===== src/rtl/rstsup_pkg.sv =====
package rstsup_pkg;

  typedef enum logic [1:0] {
    CAUSE_POR    = 2'b00,
    CAUSE_SUPPLY = 2'b01,
    CAUSE_MANUAL = 2'b10,
    CAUSE_WDOG   = 2'b11
  } cause_e;

  typedef enum logic [1:0] {
    MRS_IDLE,
    MRS_QUAL,
    MRS_WAIT,
    MRS_HOLD
  } mr_state_e;

  // True on the last tick of a period of 'period' ticks, counting from zero.
  function automatic logic at_last(input int unsigned cnt, input int unsigned period);
    return cnt == period - 1;
  endfunction

  // Fixed priority: supply first, then manual, then watchdog.
  function automatic cause_e pick_cause(input logic sup_low, input logic mr, input logic bite);
    if (sup_low)   return CAUSE_SUPPLY;
    else if (mr)   return CAUSE_MANUAL;
    else if (bite) return CAUSE_WDOG;
    else           return CAUSE_POR;
  endfunction

endpackage


===== src/rtl/rstsup_tick.sv =====
module rstsup_tick #(
  parameter int CLK_PER_US = 50
) (
  input  logic clk,
  input  logic arst_n,
  output logic tick
);
  localparam int W = $clog2(CLK_PER_US + 1);
  localparam logic [W-1:0] LAST = W'(CLK_PER_US - 1);

  logic [W-1:0] div_cnt;

  always_ff @(posedge clk or negedge arst_n) begin
    if (!arst_n)              div_cnt <= '0;
    else if (div_cnt == LAST) div_cnt <= '0;
    else                      div_cnt <= div_cnt + 1'b1;
  end

  assign tick = (div_cnt == LAST);
endmodule


===== src/rtl/rstsup_sync.sv =====
module rstsup_sync #(
  parameter int           N    = 3,
  parameter logic [N-1:0] INIT = '0
) (
  input  logic         clk,
  input  logic         arst_n,
  input  logic [N-1:0] d,
  output logic [N-1:0] q
);
  for (genvar i = 0; i < N; i++) begin : g_bit
    logic meta, stable;
    always_ff @(posedge clk or negedge arst_n) begin
      if (!arst_n) begin
        meta   <= INIT[i];
        stable <= INIT[i];
      end else begin
        meta   <= d[i];
        stable <= meta;
      end
    end
    assign q[i] = stable;
  end
endmodule


===== src/rtl/rstsup_mr_qual.sv =====
module rstsup_mr_qual
  import rstsup_pkg::*;
#(
  parameter int MR_QUAL_US  = 25,
  parameter int MR_DELAY_US = 12
) (
  input  logic clk,
  input  logic arst_n,
  input  logic tick,
  input  logic mr_low,
  output logic mr_req
);
  localparam int MAXV = (MR_QUAL_US > MR_DELAY_US) ? MR_QUAL_US : MR_DELAY_US;
  localparam int W    = $clog2(MAXV + 2);

  mr_state_e    state;
  logic [W-1:0] cnt;

  always_ff @(posedge clk or negedge arst_n) begin
    if (!arst_n) begin
      state <= MRS_IDLE;
      cnt   <= '0;
    end else begin
      case (state)
        MRS_IDLE: begin
          cnt <= '0;
          if (mr_low) state <= MRS_QUAL;
        end
        MRS_QUAL: begin
          if (!mr_low) begin
            state <= MRS_IDLE;
            cnt   <= '0;
          end else if (tick) begin
            // qualifies on the tick that makes the low time exceed MR_QUAL_US
            if (at_last(32'(cnt), MR_QUAL_US + 1)) begin
              state <= MRS_WAIT;
              cnt   <= '0;
            end else begin
              cnt <= cnt + 1'b1;
            end
          end
        end
        MRS_WAIT: begin
          if (tick) begin
            if (at_last(32'(cnt), MR_DELAY_US)) begin
              state <= MRS_HOLD;
              cnt   <= '0;
            end else begin
              cnt <= cnt + 1'b1;
            end
          end
        end
        MRS_HOLD: begin
          if (!mr_low) state <= MRS_IDLE;
        end
        default: state <= MRS_IDLE;
      endcase
    end
  end

  assign mr_req = (state == MRS_HOLD);
endmodule


===== src/rtl/rstsup_wdog.sv =====
module rstsup_wdog
  import rstsup_pkg::*;
#(
  parameter int WD_TIMEOUT_US = 6200
) (
  input  logic clk,
  input  logic arst_n,
  input  logic tick,
  input  logic hold,
  input  logic wdi_s,
  output logic bite,
  output logic idle
);
  localparam int W = $clog2(WD_TIMEOUT_US + 1);

  logic [W-1:0] cnt;
  logic         wdi_prev;
  logic         wdi_edge;

  assign wdi_edge = wdi_s ^ wdi_prev;

  always_ff @(posedge clk or negedge arst_n) begin
    if (!arst_n) begin
      wdi_prev <= 1'b0;
      cnt      <= '0;
      bite     <= 1'b0;
    end else begin
      wdi_prev <= wdi_s;
      bite     <= 1'b0;
      if (hold || wdi_edge) begin
        cnt <= '0;
      end else if (tick) begin
        if (at_last(32'(cnt), WD_TIMEOUT_US)) begin
          cnt  <= '0;
          bite <= 1'b1;
        end else begin
          cnt <= cnt + 1'b1;
        end
      end
    end
  end

  assign idle = (cnt == '0);
endmodule


===== src/rtl/reset_supervisor.sv =====
module reset_supervisor
  import rstsup_pkg::*;
#(
  parameter int CLK_PER_US    = 50,
  parameter int RST_HOLD_US   = 200000,
  parameter int MR_QUAL_US    = 25,
  parameter int MR_DELAY_US   = 12,
  parameter int WD_TIMEOUT_US = 6200,
  parameter bit ACTIVE_LOW    = 1'b1
) (
  input  logic       clk,
  input  logic       arst_n,
  input  logic       supply_ok,
  input  logic       mr_n,
  input  logic       wdi,
  output logic       rst_out,
  output logic [1:0] rst_cause
);
  localparam int HW = $clog2(RST_HOLD_US + 1);

  logic          tick;
  logic [2:0]    sync_q;
  logic          sup_ok_s, mr_low, wdi_s;
  logic          mr_req, wd_bite, wd_idle;
  logic          src_active;
  logic          rst_q;
  logic [HW-1:0] hold_cnt;
  cause_e        cause_q;

  rstsup_tick #(.CLK_PER_US(CLK_PER_US)) u_tick (
    .clk(clk), .arst_n(arst_n), .tick(tick)
  );

  // bit order {wdi, mr_n, supply_ok}; mr_n idles high
  rstsup_sync #(.N(3), .INIT(3'b010)) u_sync (
    .clk(clk), .arst_n(arst_n), .d({wdi, mr_n, supply_ok}), .q(sync_q)
  );

  assign sup_ok_s = sync_q[0];
  assign mr_low   = ~sync_q[1];
  assign wdi_s    = sync_q[2];

  rstsup_mr_qual #(.MR_QUAL_US(MR_QUAL_US), .MR_DELAY_US(MR_DELAY_US)) u_mr (
    .clk(clk), .arst_n(arst_n), .tick(tick), .mr_low(mr_low), .mr_req(mr_req)
  );

  rstsup_wdog #(.WD_TIMEOUT_US(WD_TIMEOUT_US)) u_wd (
    .clk(clk), .arst_n(arst_n), .tick(tick), .hold(rst_q),
    .wdi_s(wdi_s), .bite(wd_bite), .idle(wd_idle)
  );

  assign src_active = ~sup_ok_s | mr_req | wd_bite;

  always_ff @(posedge clk or negedge arst_n) begin
    if (!arst_n) begin
      rst_q    <= 1'b1;
      hold_cnt <= '0;
      cause_q  <= CAUSE_POR;
    end else if (src_active) begin
      rst_q    <= 1'b1;
      hold_cnt <= '0;
      if (!rst_q) cause_q <= pick_cause(~sup_ok_s, mr_req, wd_bite);
    end else if (rst_q && tick) begin
      if (at_last(32'(hold_cnt), RST_HOLD_US)) begin
        rst_q    <= 1'b0;
        hold_cnt <= '0;
      end else begin
        hold_cnt <= hold_cnt + 1'b1;
      end
    end
  end

  assign rst_cause = cause_q;

  if (ACTIVE_LOW) begin : g_act_low
    assign rst_out = ~rst_q;
  end else begin : g_act_high
    assign rst_out = rst_q;
  end
endmodule


===== config.mk =====
export PLATFORM = sky130hd
export DESIGN_NAME = reset_supervisor
export DESIGN_NICKNAME = d
export VERILOG_FILES = /design/src/rtl/rstsup_pkg.sv /design/src/rtl/rstsup_tick.sv /design/src/rtl/rstsup_sync.sv /design/src/rtl/rstsup_mr_qual.sv /design/src/rtl/rstsup_wdog.sv /design/src/rtl/reset_supervisor.sv
export SDC_FILE = /design/constraint.sdc
export NUM_CORES = 1
export LEC_CHECK = 0
export ABC_AREA = 1
export BUFFER_PORTS_ARGS = -buffer_cell sky130_fd_sc_hd__buf_2
export CORE_UTILIZATION = 60
export DETAILED_ROUTE_END_ITERATION = 7
export PLACE_DENSITY = 0.84
export RECOVER_POWER = 50
export SYNTH_ARGS = -nofsm -noshare
export SYNTH_HDL_FRONTEND = slang
export SYNTH_SLANG_ARGS = --single-unit

===== constraint.sdc =====
create_clock -name clk -period 2.2 [get_ports clk]
set_clock_uncertainty 0.05 [all_clocks]
set_input_delay 0.11 -clock clk [delete_from_list [all_inputs] [get_ports clk]]
set_output_delay 0.11 -clock clk [all_outputs]
set_load 0.005 [all_outputs]

==> reports/results.ini <==
[detailed_routing]
ant_nets = 0
wirelength_um = 6240
wl_per_cell_um = 11.9
drc_errors = 0
drt-pass1-iter-count = 4
drt_iter0_markers = 137
dr_total_vias = 2711
viasPerCell = 5.18

[min_path]
hold_class = flip-flop to flip-flop
whs_endpoint = u_sync.g_bit[1].stable$_DFF_PN1_
min_from = u_sync.g_bit[1].meta$_DFF_PN1_
hold-path-cell-count = 0

[setup_path]
path_common_cell = nand2_1
cp_num_buf_inv = 2
reg2reg_slack_ns = 0.44
cpPeakStageDelay_ns = 0.47
crit_path_top_delay_cell = dfrtp_1
worstPathArrival_ns = 1.92
path_cells = ha_1, inv_1, nand2_1, nor2_2, nand2_2, inv_2, nand2_1, o31ai_1
cp.required_ns = 2.36
cpLargestDelayFamily = flip-flops
worstRegToRegCells = 8
r2r-start = u_mr.state[0]$_DFFE_PN0P_
worstPathMaxFanout = 17
setup.worst_path.end_class = flip-flop
reg2reg_to = hold_cnt[4]$_DFFE_PN0P_
worstSetupStartpointType = flip-flop
worstSetupPathType = flip-flop to flip-flop

[finish]
syn_to_final_growth_pct = 7.25
multi_input_area_um2 = 1620
num_antenna_cells = 0
drive_gt1_share_pct = 11.5
seqCellArea_um2 = 1380
nFillCells = 433
nets = 469
fin_cells = 523

[timing]
finalSetupViolCount = 0
relSlewSlack_pct = 11.6
finalCritPeriodShare_pct = 79.8
whs_ns = 0.311
timing_hold_violations_final = 0
drv_slew = 0
maxClockFrequency_ghz = 0.569
finalCriticalPeriod_ns = 1.76
finalSetupTns_ns = 0
max_slew.worst_pin.slew_ns = 1.33
rsz0062_at_grt = false

[clock_network]
root_buffer = clkbuf_8
clock_latency_ns = 0.31
clock_sinks = 55
ctsHoldBuffers = 4
tritoncts = built
postCtsResizedCells = 0
cts_buffer_depth = 2
post-cts-setup-buffers = 0
cts_made_buffers = 5
cts.htree.levels = 2
clk_pin_slew_ns = 0.10

[global_route]
grt_pass1_wl_um = 11200
grt_max_degree = 56
antenna_found_initial = 0
grt_pass1_vias = 2632
grt-ovfl-total = 0
track_usage_pct = 24.1

[place]
numPortBuffers = 7
dp_hpwl_um = 4480
gp_congestion = 0.896
place_inst = 511

[power]
pwr-share-comb_pct = 19.7
p_per_area_nw_per_um2 = 644
power_mw = 2.28
switching_share_pct = 30.0
seqPwrFrac_pct = 49.9
p_leak_nw = 1.70
vdd_ir_drop_max_mv = 0.622
p_int_mw = 1.59
power.switching_uw = 683
p_clk_share_pct = 30.4

[synth]
syn_avg_cell_area_um2 = 7.53
synthTopCellsByCount = 117 x nand2_1, 58 x inv_1, 52 x dfrtp_1, 48 x nor2_1, 36 x nand3_1
ys_async_sr_fraction_pct = 100
synth_area_um2 = 3300
yosysTopAreaCellShare_pct = 39.5
synth_area_leader_cell = dfrtp_1
syn_inst = 438
synthFlopType = dfrtp_1
synth-seq-area-share_pct = 41.9
synth_fp_nets = 455
synth-edff-count = 0
synth-seq-cells = 55
yosysWarnings = 0
yosys-top-cells-area = dfrtp_1 39%, nand2_1 13%, inv_1 6.6%
yosysMostFrequentCell = nand2_1
ys_types = 36

[die]
core_area_um2 = 5200
io_pins = 8
die_area_um2 = 5800
rows = 26
initial_utilization_pct = 63.3
fp.dieH_um = 76.1
die_w_um = 76.1

[outcome]
status = complete, no violations

[flow_run]
maxCapViolations = 0

==> cells in the final DEF (no fill, tap or decap), types with 2 or more instances in the layout <==
master | synthesis | routed
a21oi_1 | 7 | 7
buf_2 | 2 | 6
clkbuf_8 | 0 | 6
clkinv_2 | 1 | 2
dfrtp_1 | 52 | 52
dfstp_2 | 3 | 3
dlygate4sd3_1 | 0 | 4
ha_1 | 12 | 12
inv_1 | 58 | 58
inv_2 | 5 | 5
nand2_1 | 117 | 117
nand2_2 | 8 | 8
nand2_4 | 2 | 2
nand3_1 | 36 | 36
nand3b_1 | 2 | 2
nand4_1 | 19 | 19
nor2_1 | 48 | 48
nor2_2 | 4 | 4
nor2_4 | 3 | 3
nor3_1 | 7 | 7
nor3_2 | 2 | 2
o21ai_0 | 13 | 13
o21ai_1 | 9 | 9
o21bai_1 | 3 | 3
or2_2 | 4 | 4
xor2_1 | 8 | 8
==> cell type report <==
| type | count | area share, % |
|---|---|---|
| multi-input cells | 312 | 45.8 |
| flip-flops and latches | 55 | 39.0 |
| inverters | 65 | 6.94 |
| well taps | 70 | 2.48 |
| repair buffers | 13 | 2.44 |
| clock buffers | 6 | 2.34 |
| clock inverters | 2 | 0.991 |
==> per-layer routing <==
metal  global-route usage, %  share of wire (%)  vias up
li1                        -                  -     1414
met1                    30.4                 48     1224
met2                    39.9                 46       62
met3                    4.55                3.6       11
met4                    11.9                2.2        0
met5                       0                  0        -
==> power groups by stage <==
stage	logic, mW	registers [mW]	clock network (mW)
5_1_grt	0.518	1.14	0.746
6_report	0.449	1.14	0.693
3_5_place_dp	0.442	1.15	0
4_1_cts	0.452	1.14	0.713
3_3_place_gp	0.435	1.15	0
2_1_floorplan	0.324	1.14	0
==> cells by family (layout without fill, tap and decap cells) <==
kind of cell / Yosys count / count (layout) / share of synthesized area (%)
fa+ha+maj: 12 / 12 / 4.55
flops: 55 / 55 / 41.9
xor+xnor: 9 / 9 / 2.39
compound gates: 35 / 35 / 5.84
buf+inv: 71 / 86 / 9.03
simple gates: 256 / 256 / 36.3
==> sequential cells by signal, indices dropped and copies added, names as in the netlist, named ones only <==
signal,count
hold_cnt,18
u_wd.cnt,13
u_tick.div_cnt,6
u_mr.cnt,5
u_sync.g_bit.meta,3
u_sync.g_bit.stable,3
rst_cause,2
rst_q,1
u_mr.state,1
u_wd.bite,1
u_wd.wdi_prev,1
==> through the flow <==
step           instance area, um2  worst slack [ns]  utilization, %
2_1_floorplan                3300             0.687               -
3_3_place_gp                 3380             0.526            65.0
3_5_place_dp                 3380             0.476            65.0
4_1_cts                      3540             0.437            68.0
5_1_grt                      3540             0.265            67.9
6_report                     3540             0.444            67.9
==> worst max path at each step <==
stage	end	cells past startpoint	slack, ns	start
floorplan	hold_cnt[6]$_DFFE_PN0P_	8	0.69	u_mr.state[0]$_DFFE_PN0P_
detailed placement	hold_cnt[4]$_DFFE_PN0P_	8	0.48	u_mr.state[0]$_DFFE_PN0P_
global placement	hold_cnt[4]$_DFFE_PN0P_	8	0.53	u_mr.state[0]$_DFFE_PN0P_
finish	hold_cnt[4]$_DFFE_PN0P_	8	0.44	u_mr.state[0]$_DFFE_PN0P_
global route	hold_cnt[0]$_DFFE_PN0P_	8	0.26	u_mr.state[0]$_DFFE_PN0P_
CTS	hold_cnt[4]$_DFFE_PN0P_	8	0.44	u_mr.state[0]$_DFFE_PN0P_
No activity file was read; power rests on OpenSTA's default activity.
